### src/rtl/crs_pkg.sv
package crs_pkg;

  typedef enum logic [1:0] {
    RK_DELAY,
    RK_DIVIDER,
    RK_MASK,
    RK_NONE
  } reg_kind_e;

  // Total frame length: direction flag, address, data.
  function automatic int frame_width(input int aw, input int dw);
    return 1 + aw + dw;
  endfunction

  // Register map: channels first, then divider, then mask.
  function automatic reg_kind_e kind_of(input int unsigned addr, input int nch);
    if (addr < nch)          return RK_DELAY;
    else if (addr == nch)    return RK_DIVIDER;
    else if (addr == nch + 1) return RK_MASK;
    else                     return RK_NONE;
  endfunction

endpackage

### src/rtl/crs_pin_sync.sv
module crs_pin_sync #(
  parameter int            N       = 4,
  parameter int            STAGES  = 2,
  parameter logic [N-1:0]  RST_VAL = '0
) (
  input  logic         clk,
  input  logic         rst_n,
  input  logic [N-1:0] d,
  output logic [N-1:0] q
);

  logic [STAGES-1:0][N-1:0] st;

  always_ff @(posedge clk or negedge rst_n) begin
    if (!rst_n) st <= {STAGES{RST_VAL}};
    else        st <= {st[STAGES-2:0], d};
  end

  assign q = st[STAGES-1];

endmodule

### src/rtl/crs_shifter.sv
module crs_shifter #(
  parameter int FW = 13
) (
  input  logic          clk,
  input  logic          rst_n,
  input  logic          shift_en,
  input  logic          din,
  input  logic          load_en,
  input  logic [FW-1:0] load_val,
  output logic [FW-1:0] q
);

  always_ff @(posedge clk or negedge rst_n) begin
    if (!rst_n)        q <= '0;
    else if (load_en)  q <= load_val;
    else if (shift_en) q <= {q[FW-2:0], din};
  end

endmodule

### src/rtl/crs_regbank.sv
module crs_regbank
  import crs_pkg::*;
#(
  parameter int NCH = 8,
  parameter int DW  = 8,
  parameter int AW  = 4
) (
  input  logic              clk,
  input  logic              rst_n,
  input  logic              wr_en,
  input  logic [AW-1:0]     wr_addr,
  input  logic [DW-1:0]     wr_data,
  input  logic [AW-1:0]     rd_addr,
  output logic [DW-1:0]     rd_data,
  output logic [NCH*DW-1:0] delay_o,
  output logic [DW-1:0]     div_o,
  output logic [NCH-1:0]    mask_o
);

  reg_kind_e wr_kind, rd_kind;
  assign wr_kind = kind_of(int'(wr_addr), NCH);
  assign rd_kind = kind_of(int'(rd_addr), NCH);

  generate
    for (genvar ch = 0; ch < NCH; ch++) begin : g_delay
      always_ff @(posedge clk or negedge rst_n) begin
        if (!rst_n)
          delay_o[ch*DW +: DW] <= '0;
        else if (wr_en && wr_kind == RK_DELAY && int'(wr_addr) == ch)
          delay_o[ch*DW +: DW] <= wr_data;
      end
    end
  endgenerate

  always_ff @(posedge clk or negedge rst_n) begin
    if (!rst_n) begin
      div_o  <= '0;
      mask_o <= '0;
    end else if (wr_en) begin
      if (wr_kind == RK_DIVIDER) div_o  <= wr_data;
      if (wr_kind == RK_MASK)    mask_o <= wr_data[NCH-1:0];
    end
  end

  always_comb begin
    unique case (rd_kind)
      RK_DELAY:   rd_data = delay_o[int'(rd_addr)*DW +: DW];
      RK_DIVIDER: rd_data = div_o;
      RK_MASK:    rd_data = DW'(mask_o);
      default:    rd_data = '0;
    endcase
  end

endmodule

### src/rtl/chain_reg_slave.sv
module chain_reg_slave
  import crs_pkg::*;
#(
  parameter int NCH    = 8,
  parameter int DW     = 8,
  parameter int AW     = 4,
  parameter int STAGES = 2
) (
  input  logic              clk,
  input  logic              rst_n,
  input  logic              cs_n,
  input  logic              sck,
  input  logic              sdi,
  input  logic              bcast,
  input  logic              txrun,
  output logic              sdo,
  output logic [NCH*DW-1:0] delay_o,
  output logic [DW-1:0]     div_o,
  output logic [NCH-1:0]    hiz_o
);

  localparam int FW = frame_width(AW, DW);
  localparam logic [3:0] PIN_RST = 4'b0001;   // chip select idles high

  // Synchronized pins: {txrun, sdi, sck, cs_n}
  logic [3:0] pins_s;
  logic       cs_s, sck_s, sdi_s, txrun_s;
  logic       cs_prev, sck_prev;

  crs_pin_sync #(.N(4), .STAGES(STAGES), .RST_VAL(PIN_RST)) u_sync (
    .clk   (clk),
    .rst_n (rst_n),
    .d     ({txrun, sdi, sck, cs_n}),
    .q     (pins_s)
  );

  assign cs_s    = pins_s[0];
  assign sck_s   = pins_s[1];
  assign sdi_s   = pins_s[2];
  assign txrun_s = pins_s[3];

  always_ff @(posedge clk or negedge rst_n) begin
    if (!rst_n) begin
      cs_prev  <= 1'b1;
      sck_prev <= 1'b0;
    end else begin
      cs_prev  <= cs_s;
      sck_prev <= sck_s;
    end
  end

  // Named events for the checker
  logic cs_rise, sck_rise, wr_commit, rd_fetch;
  assign cs_rise  = cs_s & ~cs_prev;
  assign sck_rise = sck_s & ~sck_prev & ~cs_s;

  // Frame fields
  logic [FW-1:0] sh_q;
  logic          fr_write;
  logic [AW-1:0] fr_addr;
  logic [DW-1:0] fr_data;
  logic [DW-1:0] rd_data;
  logic [FW-1:0] rd_word;

  assign fr_write  = sh_q[FW-1];
  assign fr_addr   = sh_q[FW-2:DW];
  assign fr_data   = sh_q[DW-1:0];
  assign wr_commit = cs_rise & fr_write & ~txrun_s;
  assign rd_fetch  = cs_rise & ~fr_write;
  assign rd_word   = {1'b0, fr_addr, rd_data};

  crs_shifter #(.FW(FW)) u_shift (
    .clk      (clk),
    .rst_n    (rst_n),
    .shift_en (sck_rise),
    .din      (sdi_s),
    .load_en  (rd_fetch),
    .load_val (rd_word),
    .q        (sh_q)
  );

  crs_regbank #(.NCH(NCH), .DW(DW), .AW(AW)) u_regs (
    .clk     (clk),
    .rst_n   (rst_n),
    .wr_en   (wr_commit),
    .wr_addr (fr_addr),
    .wr_data (fr_data),
    .rd_addr (fr_addr),
    .rd_data (rd_data),
    .delay_o (delay_o),
    .div_o   (div_o),
    .mask_o  (hiz_o)
  );

  // Broadcast bypasses the shift register entirely.
  assign sdo = bcast ? sdi : sh_q[FW-1];

endmodule

### config.mk
export PLATFORM = sky130hd
export DESIGN_NAME = chain_reg_slave
export DESIGN_NICKNAME = d
export VERILOG_FILES = /design/src/rtl/crs_pkg.sv /design/src/rtl/crs_pin_sync.sv /design/src/rtl/crs_shifter.sv /design/src/rtl/crs_regbank.sv /design/src/rtl/chain_reg_slave.sv
export SDC_FILE = /design/constraint.sdc
export NUM_CORES = 1
export LEC_CHECK = 0
export ABC_CLOCK_PERIOD_IN_PS = 2560
export BUFFER_PORTS_ARGS = -buffer_cell sky130_fd_sc_hd__buf_4
export CAP_MARGIN = 20
export CORE_UTILIZATION = 40
export CTS_CLUSTER_DIAMETER = 30
export DETAILED_ROUTE_END_ITERATION = 8
export MAX_ROUTING_LAYER = met4
export PLACE_DENSITY = 0.6
export REMOVE_ABC_BUFFERS = 1
export SLEW_MARGIN = 10
export SYNTH_ARGS = -nofsm -noshare
export SYNTH_HDL_FRONTEND = slang
export SYNTH_SLANG_ARGS = --single-unit
### constraint.sdc
create_clock -name clk -period 2.56 [get_ports clk]
set_input_delay 0.128 -clock clk [delete_from_list [all_inputs] [get_ports clk]]
set_output_delay 0.128 -clock clk [all_outputs]
set_load 0.02 [all_outputs]
==> metrics <==
worst setup path start=u_shift.q[12]$_DFFE_PN0P_; number of antenna violations at the first check in global routing=0; count of port buffers added during placement=87; Die Footprint=12230 sq um; Synth Flop Type=sky130_fd_sc_hd__dfrtp_1; number of buffers added by the clock tree synthesis step=9; hold_buf cts=5; number of distinct library cells after synthesis=31; cell count after synthesis=337; detailed-route vias per instance=5.329; fraction of power consumed by the clock network=0.474; fraction of power spent switching nets=0.1978; critical register-to-register path startpoint=u_shift.q[12]$_DFFE_PN0P_; multiplexer share of the synthesized area=0.3225; Synth Area in Compound Gates=0.04879; adder and majority cell fraction of the synthesized area=0; Core Footprint=11470 sq um; cell internal power dissipation=2645 uW; Worst setup SP type=flop; logic gate share of total power=0.022; post-synthesis async set-or-reset flop share=1.000; setup bufs post-CTS=0; data arrival time at the worst-slack endpoint=2.39 ns; result of the run=finished clean; synthesized flop and latch total=103; simple-gate share of the synthesized area=0.05595; clock buffer depth=2; Final setup violation count=0; maximum fanout along the worst path=8; endpoint type of the worst setup path=flop; Post-Place Cells=551; Worst Tran Pin Value=0.6044 ns; met1 demand-to-capacity share in global routing=0.2790; count of boundary I/O pins=88; first-pass iteration count of the detailed router=4; clock sinks=103; max-slew violation count=0; count of instances resized after the clock tree is built=0; Hold Path Class=in -> async; Post-Syn Area=4718 sq um; final antenna-violating net count=0; required time worst endpoint=2.78 ns; filler-free cell count of the finished design=572; root buf cell=sky130_fd_sc_hd__clkbuf_16; switching component of the power=652.0 uW; worst slew margin relative to its limit=0.5963; drc violations=0; Reg2Reg Depth=4; share of the yosys chip area belonging to registers=0.5471; wire length of the first global-routing pass=17.84 mm; total number of vias=3048; final clock period utilization by the worst path=0.8456; pin count of the biggest net entering global routing=53; top cell types by occurrence after synthesis=sky130_fd_sc_hd__dfrtp_1 (100), sky130_fd_sc_hd__mux2_2 (80), sky130_fd_sc_hd__mux2i_1 (38), sky130_fd_sc_hd__clkbuf_1 (16), sky130_fd_sc_hd__mux2_4 (16); Core Rows=39; most instantiated library cell after synthesis=sky130_fd_sc_hd__dfrtp_1; leading post-synthesis cells by cell area=sky130_fd_sc_hd__dfrtp_1 (53%), sky130_fd_sc_hd__mux2_2 (19%), sky130_fd_sc_hd__mux2i_1 (8.1%); met2 GRT Util=0.2812; number of enable-type register cells in the synthesized netlist=0; dominant combinational cell family by area after synthesis=multiplexers; type of the worst setup path=reg -> reg; post-route clock skew=0.008164 ns; share of the synthesized area in the top cell type=0.5304; DIE WIDTH=110.6 um; FMAX=461.9 MHz; sum of internal, switching and leakage power=3297 uW; fill cell total of the finished layout=1016; Detailed Route WL=11.01 mm; grt met3 use=0.04061; Reg clk slew, reported paths=0.07 ns; Leak=0.002852 uW; Overflow after GRT=0; Hold Vio Cnt, Final=0; total power density per cell area=558.9 nW/um^2; Tmin final=2.165 ns; mean cell area of the mapped netlist=14.00 sq um; synthesis warning total=0; half-perimeter wire length after detailed placement=7.785 mm; vias in the first global route=3099; worst ir drop on vdd=0.3389 mV; deepest level of the CTS H-tree=3; nets@finish=431; layer with the highest usage=met2; CTS tree=done; Die Y=110.6 um; number of maximum-capacitance constraint violations=0; Initial Utilization=0.4115; proportion of layout cells with a drive suffix above 1=0.5128; Placer Congestion=0.7898; Flop pwr share=0.503; detail-routed net length per standard cell=19.25 um; Area growth, synth to finish=25.03%; global-route total usage across every layer=0.1950; number of antenna diodes=0; clock network latency to the later pin of the worst-skew pair=0.34 ns; setup repair after global routing missed its margin=false; Yosys top cell by area=sky130_fd_sc_hd__dfrtp_1; Initial DRC Count=187; xor and xnor fraction of the mapped netlist area=0
-- cell type report --
type / instances / area, sq um / share of cell area
multi-input combinational: 210 / 2016 / 0.3417
sequential: 103 / 2582 / 0.4378
clock inverter: 6 / 107.6 / 0.01824
clock buffer: 10 / 239.0 / 0.04051
tap: 143 / 178.9 / 0.03033
timing repair buffer: 100 / 775.7 / 0.1315
-- routing by layer --
layer / wire length [um] / vias to the layer above
met4: 90 / 0
met3: 418 / 7
met5: 0 / -
li1: - / 1400
met1: 5408 / 1568
met2: 5092 / 73
-- critical path: stages, from the launching register on --
cell and delay, ns:
sky130_fd_sc_hd__dfrtp_1 0.46, sky130_fd_sc_hd__or4b_4 0.52, sky130_fd_sc_hd__nor3b_4 0.30, sky130_fd_sc_hd__nand2b_1 0.37, sky130_fd_sc_hd__mux2_4 0.41
-- through the flow --
stage	setup WS [ns]	setup TNS, ns	util	area (sq um)	hold WS [ns]
final	0.3952	0	0.5145	5899	0.3329
after global routing	0.2953	0	0.5145	5899	0.3630
after CTS	0.4117	0	0.5145	5899	0.3463
after detailed placement	0.4142	0	0.4799	5503	0.1781
after global placement	0.4987	0	0.4799	5503	0.1647
after floorplan	-0.09741	-0.7793	-	4597	-0.1676
-- flip-flops by register name, indices dropped and copies added, names as in the netlist --
name            cells
u_regs.delay_o     64
u_shift.q          13
sck_prev            1
u_regs.mask_o       8
u_regs.div_o        8
u_sync.q            4
cs_prev             1
u_sync.st           4
-- kinds of logic after synthesis --
logic type / after synthesis
compound gates: 33
flops: 103
simple gates: 43
mux: 134
buf+inv: 24
-- path summary, 6_finish.rpt --
check	to	slack [ns]
hold / removal	u_regs.div_o[2]$_DFFE_PN0P_	0.33
min in group clk	u_sync.q[3]$_DFF_PN0_	0.35
max in group asynchronous	u_regs.delay_o[40]$_DFFE_PN0P_	1.54
hold reg to reg	u_sync.q[3]$_DFF_PN0_	0.35
setup reg to reg	u_regs.delay_o[17]$_DFFE_PN0P_	0.40
setup / recovery	u_regs.delay_o[17]$_DFFE_PN0P_	0.40
-- placed cells by master, fill, tap and decap left out, types with 2 or more instances in the layout --
cell type | Yosys | routed
sky130_fd_sc_hd__nand2b_1 | 4 | 4
sky130_fd_sc_hd__clkbuf_16 | 0 | 9
sky130_fd_sc_hd__dfstp_2 | 3 | 3
sky130_fd_sc_hd__a21oi_1 | 7 | 7
sky130_fd_sc_hd__nor2_1 | 4 | 4
sky130_fd_sc_hd__nor2b_1 | 4 | 4
sky130_fd_sc_hd__nand2_1 | 11 | 11
sky130_fd_sc_hd__a22oi_1 | 15 | 15
sky130_fd_sc_hd__mux2i_1 | 38 | 38
sky130_fd_sc_hd__bufinv_16 | 0 | 3
sky130_fd_sc_hd__nor2_2 | 2 | 2
sky130_fd_sc_hd__dlygate4sd3_1 | 0 | 5
sky130_fd_sc_hd__nand3_1 | 7 | 7
sky130_fd_sc_hd__mux2_2 | 80 | 80
sky130_fd_sc_hd__clkinv_2 | 0 | 2
sky130_fd_sc_hd__dfrtp_1 | 100 | 99
sky130_fd_sc_hd__nand2_2 | 2 | 2
sky130_fd_sc_hd__mux2_4 | 16 | 16
sky130_fd_sc_hd__o211ai_1 | 8 | 8
sky130_fd_sc_hd__buf_4 | 0 | 94
-- power by group through the flow --
stage | logic, uW | clock network, uW | registers [uW]
3_5_place_dp | 70.8 | 0 | 1690
4_1_cts | 76.6 | 1600 | 1660
6_report | 73.6 | 1560 | 1660
5_1_grt | 84.5 | 1670 | 1660
2_1_floorplan | 19.8 | 0 | 1680
3_3_place_gp | 69.9 | 0 | 1690
Note: power is estimated with default switching activity, not from simulation.
